## src/rtl/wburst_pkg.sv

```systemverilog
package wburst_pkg;
  typedef struct packed {
    logic load;    // start a new burst from the launch stage
    logic step;    // advance the running burst by one pair
    logic finish;  // the running burst ends at this edge
  } wbsStrobe_t;
endpackage

```

## src/rtl/wburst_ctrl.sv

```systemverilog
module wburst_ctrl
  import wburst_pkg::*;
#(
  parameter int WL = 3
) (
  input  logic       clk,
  input  logic       rstN,
  input  logic       wrValid,
  output wbsStrobe_t strobe,
  output logic       active,
  output logic       errPulse,
  output logic       doneValid,
  output logic       doneTrunc
);
  localparam logic [2:0] GAP_FAR = 3'd4;
  localparam logic [1:0] LAST_PAIR = 2'd3;

  logic [2:0] sinceLast;
  logic       accept;
  logic       reject;
  logic       launch;
  logic [1:0] cnt;

  // spacing since the last accepted command; 4 means four or more
  assign accept = wrValid && (sinceLast == 3'd2 || sinceLast == GAP_FAR);
  assign reject = wrValid && !accept;

  always_ff @(posedge clk) begin
    if (!rstN)              sinceLast <= GAP_FAR;
    else if (accept)        sinceLast <= 3'd1;
    else if (sinceLast != GAP_FAR) sinceLast <= sinceLast + 3'd1;
  end

  // latency alignment of the command valid bit
  generate
    if (WL == 1) begin : g_direct
      assign launch = accept;
    end else begin : g_pipe
      logic [WL-2:0] vPipe;
      always_ff @(posedge clk) begin
        if (!rstN) vPipe <= '0;
        else begin
          vPipe[0] <= accept;
          for (int i = 1; i < WL - 1; i++) vPipe[i] <= vPipe[i-1];
        end
      end
      assign launch = vPipe[WL-2];
    end
  endgenerate

  assign strobe.load   = launch;
  assign strobe.step   = active && !launch;
  assign strobe.finish = active && (cnt == LAST_PAIR || launch);

  always_ff @(posedge clk) begin
    if (!rstN) begin
      active    <= 1'b0;
      cnt       <= '0;
      errPulse  <= 1'b0;
      doneValid <= 1'b0;
      doneTrunc <= 1'b0;
    end else begin
      errPulse  <= reject;
      doneValid <= strobe.finish;
      doneTrunc <= strobe.finish && cnt != LAST_PAIR;
      if (launch) begin
        active <= 1'b1;
        cnt    <= '0;
      end else if (active) begin
        if (cnt == LAST_PAIR) active <= 1'b0;
        cnt <= cnt + 2'd1;
      end
    end
  end

  // a new burst may only join a running one after pair 1 (cut) or pair 3
  p_join_r5: assert property (@(posedge clk) disable iff (!rstN)
    (launch && active) |-> (cnt == 2'd1 || cnt == LAST_PAIR));
  p_seam_r5: assert property (@(posedge clk) disable iff (!rstN)
    (launch && active) |=> (active && cnt == 2'd0));
  p_len_r4: assert property (@(posedge clk) disable iff (!rstN)
    (active && cnt == LAST_PAIR && !launch) |=> !active);
  p_err_r6: assert property (@(posedge clk) disable iff (!rstN)
    errPulse |-> $past(wrValid));
  p_done_r7: assert property (@(posedge clk) disable iff (!rstN)
    doneValid |-> $past(active));
endmodule

```

## src/rtl/wburst_dpath.sv

```systemverilog
module wburst_dpath
  import wburst_pkg::*;
#(
  parameter int TAG_W = 4,
  parameter int IDX_W = 8,
  parameter int WL    = 3
) (
  input  logic             clk,
  input  logic             rstN,
  input  logic [TAG_W-1:0] wrTag,
  input  logic [IDX_W-1:0] wrBase,
  input  wbsStrobe_t       strobe,
  input  logic             active,
  output logic [IDX_W-1:0] beatEven,
  output logic [IDX_W-1:0] beatOdd,
  output logic [TAG_W-1:0] beatTag,
  output logic [TAG_W-1:0] doneTag
);
  localparam logic [IDX_W-1:0] PAIR_STEP = IDX_W'(2);

  logic [TAG_W-1:0] launchTag;
  logic [IDX_W-1:0] launchBase;
  logic [TAG_W-1:0] curTag;
  logic [IDX_W-1:0] curIdx;

  generate
    if (WL == 1) begin : g_direct
      assign launchTag  = wrTag;
      assign launchBase = wrBase;
    end else begin : g_pipe
      logic [TAG_W-1:0] tPipe [WL-1];
      logic [IDX_W-1:0] bPipe [WL-1];
      always_ff @(posedge clk) begin
        if (!rstN) begin
          for (int i = 0; i < WL - 1; i++) begin
            tPipe[i] <= '0;
            bPipe[i] <= '0;
          end
        end else begin
          tPipe[0] <= wrTag;
          bPipe[0] <= wrBase;
          for (int i = 1; i < WL - 1; i++) begin
            tPipe[i] <= tPipe[i-1];
            bPipe[i] <= bPipe[i-1];
          end
        end
      end
      assign launchTag  = tPipe[WL-2];
      assign launchBase = bPipe[WL-2];
    end
  endgenerate

  always_ff @(posedge clk) begin
    if (!rstN) begin
      curTag  <= '0;
      curIdx  <= '0;
      doneTag <= '0;
    end else begin
      doneTag <= strobe.finish ? curTag : '0;
      if (strobe.load) begin
        curTag <= launchTag;
        curIdx <= launchBase;
      end else if (strobe.step) begin
        curIdx <= curIdx + PAIR_STEP;
      end
    end
  end

  assign beatEven = active ? curIdx : '0;
  assign beatOdd  = active ? curIdx + IDX_W'(1) : '0;
  assign beatTag  = active ? curTag : '0;
endmodule

```

## src/rtl/wburst_seq.sv

```systemverilog
module wburst_seq
  import wburst_pkg::*;
#(
  parameter int TAG_W = 4,
  parameter int IDX_W = 8,
  parameter int WL    = 3
) (
  input  logic             clk,
  input  logic             rstN,
  input  logic             wrValid,
  input  logic [TAG_W-1:0] wrTag,
  input  logic [IDX_W-1:0] wrBase,
  output logic             dqsEn,
  output logic             beatValid,
  output logic [IDX_W-1:0] beatEven,
  output logic [IDX_W-1:0] beatOdd,
  output logic [TAG_W-1:0] beatTag,
  output logic             wrErr,
  output logic             doneValid,
  output logic [TAG_W-1:0] doneTag,
  output logic             doneTrunc
);
  wbsStrobe_t strobe;
  logic       active;

  wburst_ctrl #(.WL(WL)) u_ctrl (
    .clk       (clk),
    .rstN      (rstN),
    .wrValid   (wrValid),
    .strobe    (strobe),
    .active    (active),
    .errPulse  (wrErr),
    .doneValid (doneValid),
    .doneTrunc (doneTrunc)
  );

  wburst_dpath #(.TAG_W(TAG_W), .IDX_W(IDX_W), .WL(WL)) u_dpath (
    .clk      (clk),
    .rstN     (rstN),
    .wrTag    (wrTag),
    .wrBase   (wrBase),
    .strobe   (strobe),
    .active   (active),
    .beatEven (beatEven),
    .beatOdd  (beatOdd),
    .beatTag  (beatTag),
    .doneTag  (doneTag)
  );

  assign dqsEn     = active;
  assign beatValid = active;
endmodule

```

## config.mk

```make
export PLATFORM = sky130hd
export DESIGN_NAME = wburst_seq
export DESIGN_NICKNAME = d
export VERILOG_FILES = /design/src/rtl/wburst_pkg.sv /design/src/rtl/wburst_ctrl.sv /design/src/rtl/wburst_dpath.sv /design/src/rtl/wburst_seq.sv
export SDC_FILE = /design/constraint.sdc
export NUM_CORES = 1
export LEC_CHECK = 0
export ABC_AREA = 1
export BUFFER_PORTS_ARGS = -buffer_cell sky130_fd_sc_hd__buf_2
export CAP_MARGIN = 30
export CORE_ASPECT_RATIO = 0.9
export CORE_MARGIN = 1
export CORE_UTILIZATION = 45
export DETAILED_ROUTE_END_ITERATION = 10
export GPL_ROUTABILITY_DRIVEN = 1
export PLACE_DENSITY_LB_ADDON = 0.2
export SYNTH_ARGS = -nofsm -noshare
export SYNTH_HDL_FRONTEND = slang
export SYNTH_SLANG_ARGS = --single-unit
```

## constraint.sdc

```tcl
create_clock -name clk -period 1.9 [get_ports clk]
set_input_delay 0.095 -clock clk [delete_from_list [all_inputs] [get_ports clk]]
set_output_delay 0.095 -clock clk [all_outputs]
set_load 0.03 [all_outputs]
```

### Yosys cells after proc, flatten, opt, wreduce, memory -nomap -nowiden

Memory sizes are Yosys's and may differ from the RTL's. A register that Yosys moved wholly into a read port is not among the register bits.
Index checks and enable logic that the tools add are counted.
W data, S select, Z words.

* $add $sub $neg: 4
* $mul: 0
* divide/modulo/power cells: 0
* magnitude comparators: 0
* eq/ne operators: 5
* shift operators: 0
* multiplexer cells: 16
* bitwise logic cells: 5
* reductions and logical operators: 15

Operators with widths (number)
* $mux W8: 6
* $mux W4: 3
* $add A8 B1 Y8 const B: 1
* $add A8 B2 Y8 const B: 1
* $mux W3: 2
* $logic_and A1 B1 Y1: 5
* $mux W1: 5
* $or A1 B1 Y1: 4
* $reduce_bool A2 Y1: 2
* $reduce_or A2 Y1: 2
* $add A3 B1 Y3 const B: 1
* $eq A3 B2 Y1 const B: 1
* $eq A3 B3 Y1 const B: 1
* $logic_not A1 Y1: 3
* $ne A3 B3 Y1 const B: 1
* $add A2 B1 Y2 const B: 1
* $eq A2 B2 Y1 const B: 1
* $logic_or A1 B1 Y1: 2
* $ne A2 B2 Y1 const B: 1
* $reduce_and A2 Y1: 1
* $not A1 Y1: 1

* bits in registers: 23
* bits in latches: 0
* memory bits (writable): 24
* bits in read-only memories: 0
* bits of input ports: 15
* output and inout port bits: 29
* word-level logic and storage cells: 57
* memories: 2

Memory list
* u_dpath.g_pipe.bPipe: words 2, width 8, rd ports 2, clocked after memory_dff 0, wr ports 2, RTL line wburst_dpath.sv:32 `logic [IDX_W-1:0] bPipe [WL-1];`
* u_dpath.g_pipe.tPipe: words 2, width 4, rd ports 2, clocked after memory_dff 1, wr ports 2, RTL line wburst_dpath.sv:31 `logic [TAG_W-1:0] tPipe [WL-1];`

### Longest topological paths before layout

Gate-level depths: netlist of the first run.

* depth in word-level cells: 5
* gate-level depth with buffers: 7
* mapped depth without buffers: 7

### Modules after synthesis

Synthesis of the first run repeated with hierarchy kept, for this count alone.

* cell total of the unflattened synthesis: 283
* area, all modules: 2114.5 µm²

By module, submodules not included
* wburst_dpath: instances 1, cells each 217, area an instance 1625.3 µm², sequential area each 800.8 µm²
* wburst_ctrl: instances 1, cells each 65, area an instance 481.7 µm², sequential area each 220.2 µm²
* wburst_seq: instances 1, cells each 1, area an instance 7.5 µm², sequential area each 0.0 µm²

### Least setup slack after synthesis of the first run

OpenSTA, ideal clock, no wires.

* kind: register -> output
* start: register u_ctrl.active
* end: output port beatOdd[3]
* arrival time: 1676 ps
* required time: 1805 ps
* path slack: 129 ps
* stages on the path, launching flop included: 5
* buffers on the path: 1
* cells stage by stage: dfxtp_1 > buf_4 > inv_4 > nor2_1 > a22o_1

* word-level cells in the longest chain between the ends: 1

RTL lines
* from (decl): RTL line wburst_ctrl.sv:10 `output logic active,`
* from (signal assigned): RTL line wburst_ctrl.sv:57 `active <= 1'b0;`
* from (signal assigned): RTL line wburst_ctrl.sv:67 `active <= 1'b1;`
* from (signal assigned): RTL line wburst_ctrl.sv:70 `if (cnt == LAST_PAIR) active <= 1'b0;`
* $mux W8: RTL line wburst_dpath.sv:70 `assign beatOdd = active ? curIdx + IDX_W'(1) : '0;`
* to (decl): RTL line wburst_seq.sv:16 `output logic [IDX_W-1:0] beatOdd,`

No other way between the ends.

### Worst setup path after layout of the first run

* start: register u_dpath.curIdx[1]
* end: output port beatOdd[7]

* word-level cells in the longest chain between the ends: 2

RTL lines
* from (decl): RTL line wburst_dpath.sv:24 `logic [IDX_W-1:0] curIdx;`
* from (signal assigned): RTL line wburst_dpath.sv:62 `curIdx <= launchBase;`
* from (signal assigned): RTL line wburst_dpath.sv:64 `curIdx <= curIdx + PAIR_STEP;`
* $add A8 B1 Y8: RTL line wburst_dpath.sv:70
* $mux W8: RTL line wburst_dpath.sv:70

No other way between the ends.

==> results of run 1 <==
==> what timing repair did <==
action,4_1_cts,5_1_grt
endpoints found under the hold margin,12,0
hold buffers,12,0
setup endpoints to repair,0,2
resized for setup,0,3
==> per-stage QoR <==
step / worst slack (ps) / utilization (%) / cell area, um2 / instances
floorplan: 129 / - / 2040 / 264
global placement: 499 / 54.2 / 2280 / 359
detailed placement: 445 / 54.2 / 2280 / 359
CTS: 93.9 / 59.4 / 2500 / 379
global route: 23.5 / 59.5 / 2510 / 379
finish: 204 / 59.5 / 2510 / 379
==> registers in the layout (all words and copies together), names as in the netlist <==
register and count:
u_ctrl.doneValid 1, u_ctrl.errPulse 1, u_ctrl.active 1, u_dpath.curIdx 8, u_ctrl.g_pipe.vPipe 2, u_ctrl.sinceLast 3
u_dpath.doneTag 4, u_ctrl.doneTrunc 1, u_dpath.g_pipe.bPipe 16, u_dpath.curTag 4, u_ctrl.cnt 2, u_dpath.g_pipe.tPipe 8
==> how the worst max path moves through the flow <==
stage                           start  slack, ps         end
floorplan               u_ctrl.active        130  beatOdd[3]
global placement    u_dpath.curIdx[1]        500  beatOdd[7]
detailed placement  u_dpath.curIdx[1]        450  beatOdd[7]
CTS                 u_dpath.curIdx[1]         90  beatOdd[7]
global route        u_dpath.curIdx[2]         20  beatOdd[7]
finish              u_dpath.curIdx[1]        200  beatOdd[7]
==> power groups by stage <==
stage	clock network, mW	logic (mW)	registers (mW)
4_1_cts	0.677	0.364	1.20
3_5_place_dp	0	0.344	1.23
3_3_place_gp	0	0.337	1.22
6_report	0.649	0.362	1.20
5_1_grt	0.715	0.412	1.21
2_1_floorplan	0	0.267	1.22
==> cell type report <==
| class | count | area, um2 | area share (%) |
|---|---|---|---|
| inverter | 60 | 228 | 9.08 |
| timing repair buffer | 58 | 358 | 14.3 |
| tap | 60 | 75.1 | 2.99 |
| clock buffer | 6 | 82.6 | 3.29 |
| clock inverter | 2 | 16.3 | 0.649 |
| multi-input combinational | 142 | 724 | 28.9 |
| sequential | 51 | 1020 | 40.8 |
==> worst max-delay path, delay by kind of cell, from the launching register on <==
family	cells	cell delay, ps
flip-flops	1	400
AND/OR/NAND/NOR	2	230
buffers and inverters	3	260
adder cells (fa/ha/maj)	1	220
AO/OA/AOI/OAI	1	180
==> logic make-up (layout without fill, tap and decap cells) <==
kind of cell,after synthesis,count (layout),share of synthesized area [%]
compound gates,28,28,8.16
xor+xnor,6,6,2.58
fa+ha+maj,6,6,3.68
buf+inv,71,126,14.5
flops,51,51,50.1
simple gates,102,102,21.0
==> placed cells by master (no fill, tap or decap), drive strengths merged <==
cell         synthesis  routed
clkinv               0       1
clkbuf               2       6
o22ai                1       1
dlygate4sd3          0      12
a31oi                1       1
nor2                19      19
nand2               65      65
buf                  9      46
xnor2                1       1
a22o                 1       1
nor3                 3       3
nand3               15      15
a21oi                8       8
ha                   6       6
o21ai                9       9
clkinvlp             0       1
a22oi                4       4
dfxtp               51      51
inv                 60      60
a211oi               2       2
xor2                 5       5
o21bai               2       2
==> routing by layer <==
| metal | global-route usage [%] | share of wire, % | up-vias | wire (um) |
|---|---|---|---|---|
| met4 | 9.07 | 1.5 | 0 | 53 |
| met5 | 0 | 0 | - | 0 |
| met2 | 24.3 | 42 | 42 | 1470 |
| met1 | 21.4 | 53 | 669 | 1860 |
| met3 | 3.66 | 3.8 | 5 | 134 |
| li1 | - | - | 892 | - |
==> impl_results.md, run 1 <==
- Crit path top cell by count: inv_1
- Post-synth cell types: 27
- Worst-Skew Late Latency: 300 ps
- Iter 0 DRT Violations: 117
- R2R Setup Slk: 590 ps
- Top-count cell post-synth: nand2_1
- Clock power frac: 29.3%
- Share of layout cells above drive strength 1: 21.0%
- Clock Skew: 5.59 ps
- Synthesis-stage register bit count: 51
- Vias per cell: 4.24
- H-tree levels: 2
- Net Switching: 630 uW
- Status: complete, no violations
- Total chip power: 2.21 mW
- Max transition margin: 69.1%
- R2R cell count: 7
- Ports: 44
- GPL Wtd Cong: 0.814
- Starting density of the core: 48.4%
- Slew Limit Fails: 0
- I/O Buffers: 43
- Initial antenna violation count: 0
- Post-Route WL: 3.52 mm
- Antenna Nets Post-Route: 0
- Crit-path cells: ha_2 -> inv_1 -> nor2_1 -> nand3_1 -> o21ai_0 -> inv_1 -> buf_2
- Fin crit share: 89.3%
- Synthesized Nets: 285
- Root Buffer: clkbuf_8
- Setup TNS: 0 ps
- Cell Area, Synth: 0.00204 mm2
- Commonest cells post-synth: nand2_1, inv_1, dfxtp_1
- Max Cap Viol: 0
- Syn Inst Count: 264
- Drt wl/cell: 9.28 um
- Post CTS Setup Buffer Count: 0
- CTS tree: done
- Yosys warns: 0
- Crit-path max cell delay: 400 ps
- # setup viols final: 0
- FF-to-FF End: u_ctrl.sinceLast[2]
- Post-route DRC: 0
- Largest net degree at the start of global routing: 22
- Net Sw Frac: 28.5%
- Die width: 73.0 um
- Die area: 0.00481 mm2
- WP data required: 1800 ps
- Critical path class: reg -> out
- Final Hold Fails: 0
- Fill cells: 400
- Area delta synth->final: 22.9%
- FP Rows: 22
- TritonCTS buffer count: 5
- Nets: 339
- Hold Crit Endpoint: u_ctrl.errPulse
- LEAKAGE: 1.41 nW
- Hold Crit Class: in -> reg
- Startpoint types: register
- Die Ht: 65.9 um
- Pre-Repair DR Iteration Count: 4
- Max IR drop VDD: 509 uV
- Hold path cells: 3
- First-pass GRT wire length: 5.88 mm
- Syn_area_per_cell: 7.73 um2
- Gr ovfl total: 0
- Synth area leader: dfxtp_1
- Dpl hpwl: 2.42 mm
- RSZ-0062 raised after global routing: false
- CP arrival: 1600 ps
- GRT Util Overall: 16.2%
- Hold path start: wrValid
- Slowest CP cell: dfxtp_2
- Sequential fraction of the synthesis area: 50.1%
- Vias in the first global route: 1,341
- Worst r2r src: u_ctrl.sinceLast[0]
- Final min period: 1700 ps
- F_max: 589 MHz
- Top post-synthesis cells by area: dfxtp_1, nand2_1, inv_1
- Critical Path End Type: output pin
- Yosys top cell area share: 50.1%
- Diodes inserted: 0
- Internal: 1.58 mW
- CTS sink cnt: 51
- WHS: 23.0 ps
- Seq pwr share: 54.3%
- Clock-pin slew on the worst setup and hold paths: 90 ps
- Comb pwr share: 16.4%
- Synth async-reset ratio: 0%
- Count of flip-flops with a built-in enable after synthesis: 0
- Worst Path Max Fanout: 7
- P per Cell Area: 883 mW/mm2
- Least-Margin Pin Slew: 463 ps
- Core Area: 0.00421 mm2
- Main synth FF type: dfxtp_1
- CTS Buffer Depth: 2
- Via Count: 1,608
Note: power is estimated with default switching activity, not from simulation.
==> run 2: changes to the inputs <==
- CTS_CLUSTER_DIAMETER: not set -> 30
- SYNTH_HIERARCHICAL: not set -> 1
==> impl_results.md, run 2 <==
- Startpoint types: register (unchanged)
- Total chip power: 2.29 mW (was 2.21 mW)
- Max Cap Viol: 0 (unchanged)
- Gr ovfl total: 0 (unchanged)
- Setup TNS: 0 ps (unchanged)
- Largest registers: u_dpath/g_pipe.bPipe: 16 flops, u_dpath/curIdx: 8 flops, u_dpath/g_pipe.tPipe: 8 flops (was u_dpath.g_pipe.bPipe: 16 flops, u_dpath.curIdx: 8 flops, u_dpath.g_pipe.tPipe: 8 flops)
- CP arrival: 1620 ps (was 1600 ps)
- Root Buffer: clkbuf_8 (unchanged)
- Worst Path Max Fanout: 7 (unchanged)
- Iter 0 DRT Violations: 47 (was 117)
- CTS sink cnt: 51 (unchanged)
- Net Sw Frac: 30.4% (was 28.5%)
- Top-count cell post-synth: nand2_1 (unchanged)
- Most frequent cells in the layout: nand2_1, inv_1, dfxtp_1 (unchanged)
- R2R cell count: 6 (was 7)
- Max reg flops: 16 (unchanged)
- Starting density of the core: 47.1% (was 48.4%)
- Critical path class: reg -> out (unchanged)
- Hold Crit Class: in -> reg (unchanged)
- Worst-Skew Late Latency: 290 ps (was 300 ps)
- Critical Path End Type: output pin (unchanged)
- Die Ht: 67.0 um (was 65.9 um)
- RSZ-0062 raised after global routing: false (unchanged)
- Via Count: 1,703 (was 1,608)
- Setup crit start: u_dpath/curIdx[1] (was u_dpath.curIdx[1])
- R2R Setup Slk: 540 ps (was 590 ps)
- Largest net degree at the start of global routing: 26 (was 22)
- Post-synthesis mux area share: 0% (unchanged)
- Ports: 44 (unchanged)
- Top post-synthesis cells by area: dfxtp_1, nand2_1, inv_1 (unchanged)
- Hold path cells: 3 (unchanged)
- Register bank with the most flops: u_dpath/g_pipe.bPipe (was u_dpath.g_pipe.bPipe)
- Die width: 74.3 um (was 73.0 um)
- Share of layout cells above drive strength 1: 19.7% (was 21.0%)
- Area delta synth->final: 22.3% (was 22.9%)
- Net Switching: 697 uW (was 630 uW)
- Synth area leader: dfxtp_1 (unchanged)
- TritonCTS buffer count: 5 (unchanged)
- Pre-CTS WS: 524 ps (was 445 ps)
- GPL Wtd Cong: 0.909 (was 0.814)
- Dpl hpwl: 2.70 mm (was 2.42 mm)
- Initial antenna violation count: 0 (unchanged)
- GRT Util Overall: 17.3% (was 16.2%)
- Clock Skew: 2.99 ps (was 5.59 ps)
- Fin crit share: 90.1% (was 89.3%)
- Core Area: 0.00449 mm2 (was 0.00421 mm2)
- Count of flip-flops with a built-in enable after synthesis: 0 (unchanged)
- FF-to-FF End: u_dpath/curIdx[6] (was u_ctrl.sinceLast[2])
- Pre-Repair DR Iteration Count: 5 (was 4)
- Post CTS Setup Buffer Count: 0 (unchanged)
- Syn Inst Count: 283 (was 264)
- FP Rows: 23 (was 22)
- Nets: 361 (was 339)
- Cell Area, Synth: 0.00211 mm2 (was 0.00204 mm2)
- Main synth FF type: dfxtp_1 (unchanged)
- Seq pwr share: 53.9% (was 54.3%)
- Drt wl/cell: 9.54 um (was 9.28 um)
- Multi-input gate area: 801 um2 (was 724 um2)
- I/O Buffers: 43 (unchanged)
- Post-Route WL: 3.83 mm (was 3.52 mm)
- Final Hold Fails: 0 (unchanged)
- First-pass GRT wire length: 6.31 mm (was 5.88 mm)
- # setup viols final: 0 (unchanged)
- Synthesis-stage register bit count: 51 (unchanged)
- Final setup margin: 188 ps (was 204 ps)
- Comb pwr share: 20.9% (was 16.4%)
- Diodes inserted: 0 (unchanged)
- Commonest non-fill, non-tap cell in the layout: nand2_1 (unchanged)
- H-tree levels: 2 (unchanged)
- Post-synth cell types: 30 (was 27)
- Synth async-reset ratio: 0% (unchanged)
- WP data required: 1800 ps (about the same)
- Fill cells: 455 (was 400)
- Synthesized Nets: 305 (was 285)
- Synth Area in Compound Gates: 9.17% (was 8.16%)
- Max IR drop VDD: 499 uV (was 509 uV)
- Main combinational cell family by area after synthesis: simple AND/OR/NAND/NOR gates (unchanged)
- Vias in the first global route: 1,370 (was 1,341)
- Yosys top cell area share: 48.3% (was 50.1%)
- P per Cell Area: 887 mW/mm2 (was 883 mW/mm2)
- Final min period: 1710 ps (was 1700 ps)
- FF/Latch Area: 0.00102 mm2 (about the same)
- Vias per cell: 4.24 (about the same)
- Slew Limit Fails: 0 (unchanged)
- Clock power frac: 25.2% (was 29.3%)
- Syn_area_per_cell: 7.47 um2 (was 7.73 um2)
- Post-Synth Adder-Cell Area: 4.14% (was 3.68%)
- Die area: 0.00498 mm2 (was 0.00481 mm2)
- Commonest cells post-synth: nand2_1, inv_1, dfxtp_1 (unchanged)
- CTS Buffer Depth: 2 (unchanged)
- Yosys warns: 6 (was 0)
- Post-route DRC: 0 (unchanged)
- Clock-pin slew on the worst setup and hold paths: 80 ps (was 90 ps)
- LEAKAGE: 1.49 nW (was 1.41 nW)
- CTS tree: done (unchanged)
- Worst setup path end: beatOdd[5] (was beatOdd[7])
- Max transition margin: 70.3% (was 69.1%)
- Sequential fraction of the synthesis area: 48.3% (was 50.1%)
- Status: complete, no violations (unchanged)
- Antenna Nets Post-Route: 0 (unchanged)
- F_max: 584 MHz (was 589 MHz)
- Synth Area in XOR/XNOR: 0.828% (was 2.58%)
- Internal: 1.60 mW (was 1.58 mW)
- Worst r2r src: u_ctrl/active (was u_ctrl.sinceLast[0])
- Least-Margin Pin Slew: 441 ps (was 463 ps)
- Fraction of the mapped netlist area in simple logic gates: 23.7% (was 21.0%)
[run 2: cell count changes after synthesis, sizes merged, moves of 2 or more]
cell,before,now
xor2,5,1
a211oi,2,0
a21oi,8,12
nand2,65,78
inv,60,64
o21bai,2,0
nand3,15,8
clkbuf,2,4
buf,9,6
nor2,19,24
o21ai,9,14
[run 2: cell type report]
class / instances / share of cell area (%)
sequential: 51 / 39.5
multi-input combinational: 158 / 31.0
tap: 62 / 3.00
clock buffer: 7 / 2.95
timing repair buffer: 59 / 14.1
inverter: 64 / 9.29
clock inverter: 1 / 0.194
[run 2: power groups by stage]
stage                     sequential [mW]  combinational (mW)  clock [mW]
after detailed placement             1.26               0.459           0
after floorplan                      1.26               0.350           0
after global routing                 1.25               0.562       0.655
final                                1.24               0.479       0.579
after CTS                            1.24               0.478       0.603
after global placement               1.26               0.456           0
[run 2: through the flow]
step / cell area, um2 / std cells / utilization [%] / hold slack (ps)
after floorplan: 2110 / 283 / - / 188
after global placement: 2380 / 382 / 53.1 / 276
after detailed placement: 2380 / 382 / 53.1 / 278
after CTS: 2590 / 402 / 57.6 / 89.3
after global routing: 2590 / 402 / 57.6 / 96.0
final: 2590 / 402 / 57.6 / 109
[run 2: layer usage]
| layer | vias to the layer above | share of wire (%) | global-route usage [%] | wire [um] |
|---|---|---|---|---|
| li1 | 954 | - | - | - |
| met1 | 692 | 51 | 22.5 | 1970 |
| met4 | 0 | 1.7 | 7.78 | 66 |
| met3 | 7 | 5.3 | 4.54 | 202 |
| met2 | 50 | 42 | 26.8 | 1590 |
| met5 | - | 0 | 0 | 0 |
[run 2: worst min path at each step]
stage              start                          to
5_1_grt          wrValid             u_ctrl/errPulse
2_1_floorplan       rstN      u_ctrl/g_pipe.vPipe[1]
3_5_place_dp   wrBase[3]  u_dpath/g_pipe.bPipe[0][3]
3_3_place_gp   wrBase[5]  u_dpath/g_pipe.bPipe[0][5]
6_report         wrValid             u_ctrl/errPulse
4_1_cts          wrValid             u_ctrl/errPulse
[run 2: timing repair]
item | in CTS | in global routing
hold buffers | 12 | 0
hold endpoints to repair | 12 | 0
resized for setup | 0 | 0
[run 2: kinds of logic (layout without fill, tap and decap cells)]
kind of cell | after synthesis | after routing
simple gates | 115 | 115
compound gates | 34 | 34
xor+xnor | 2 | 2
fa+ha+maj | 7 | 7
flops | 51 | 51
buf+inv | 74 | 131
[run 2: worst max-delay path, stage by stage, from the launching register on]
cell and delay [ps]:
dfxtp_1 460, ha_1 270, nand3_1 90, nand2_1 70, nand2_1 80, a22o_1 180, buf_2 170
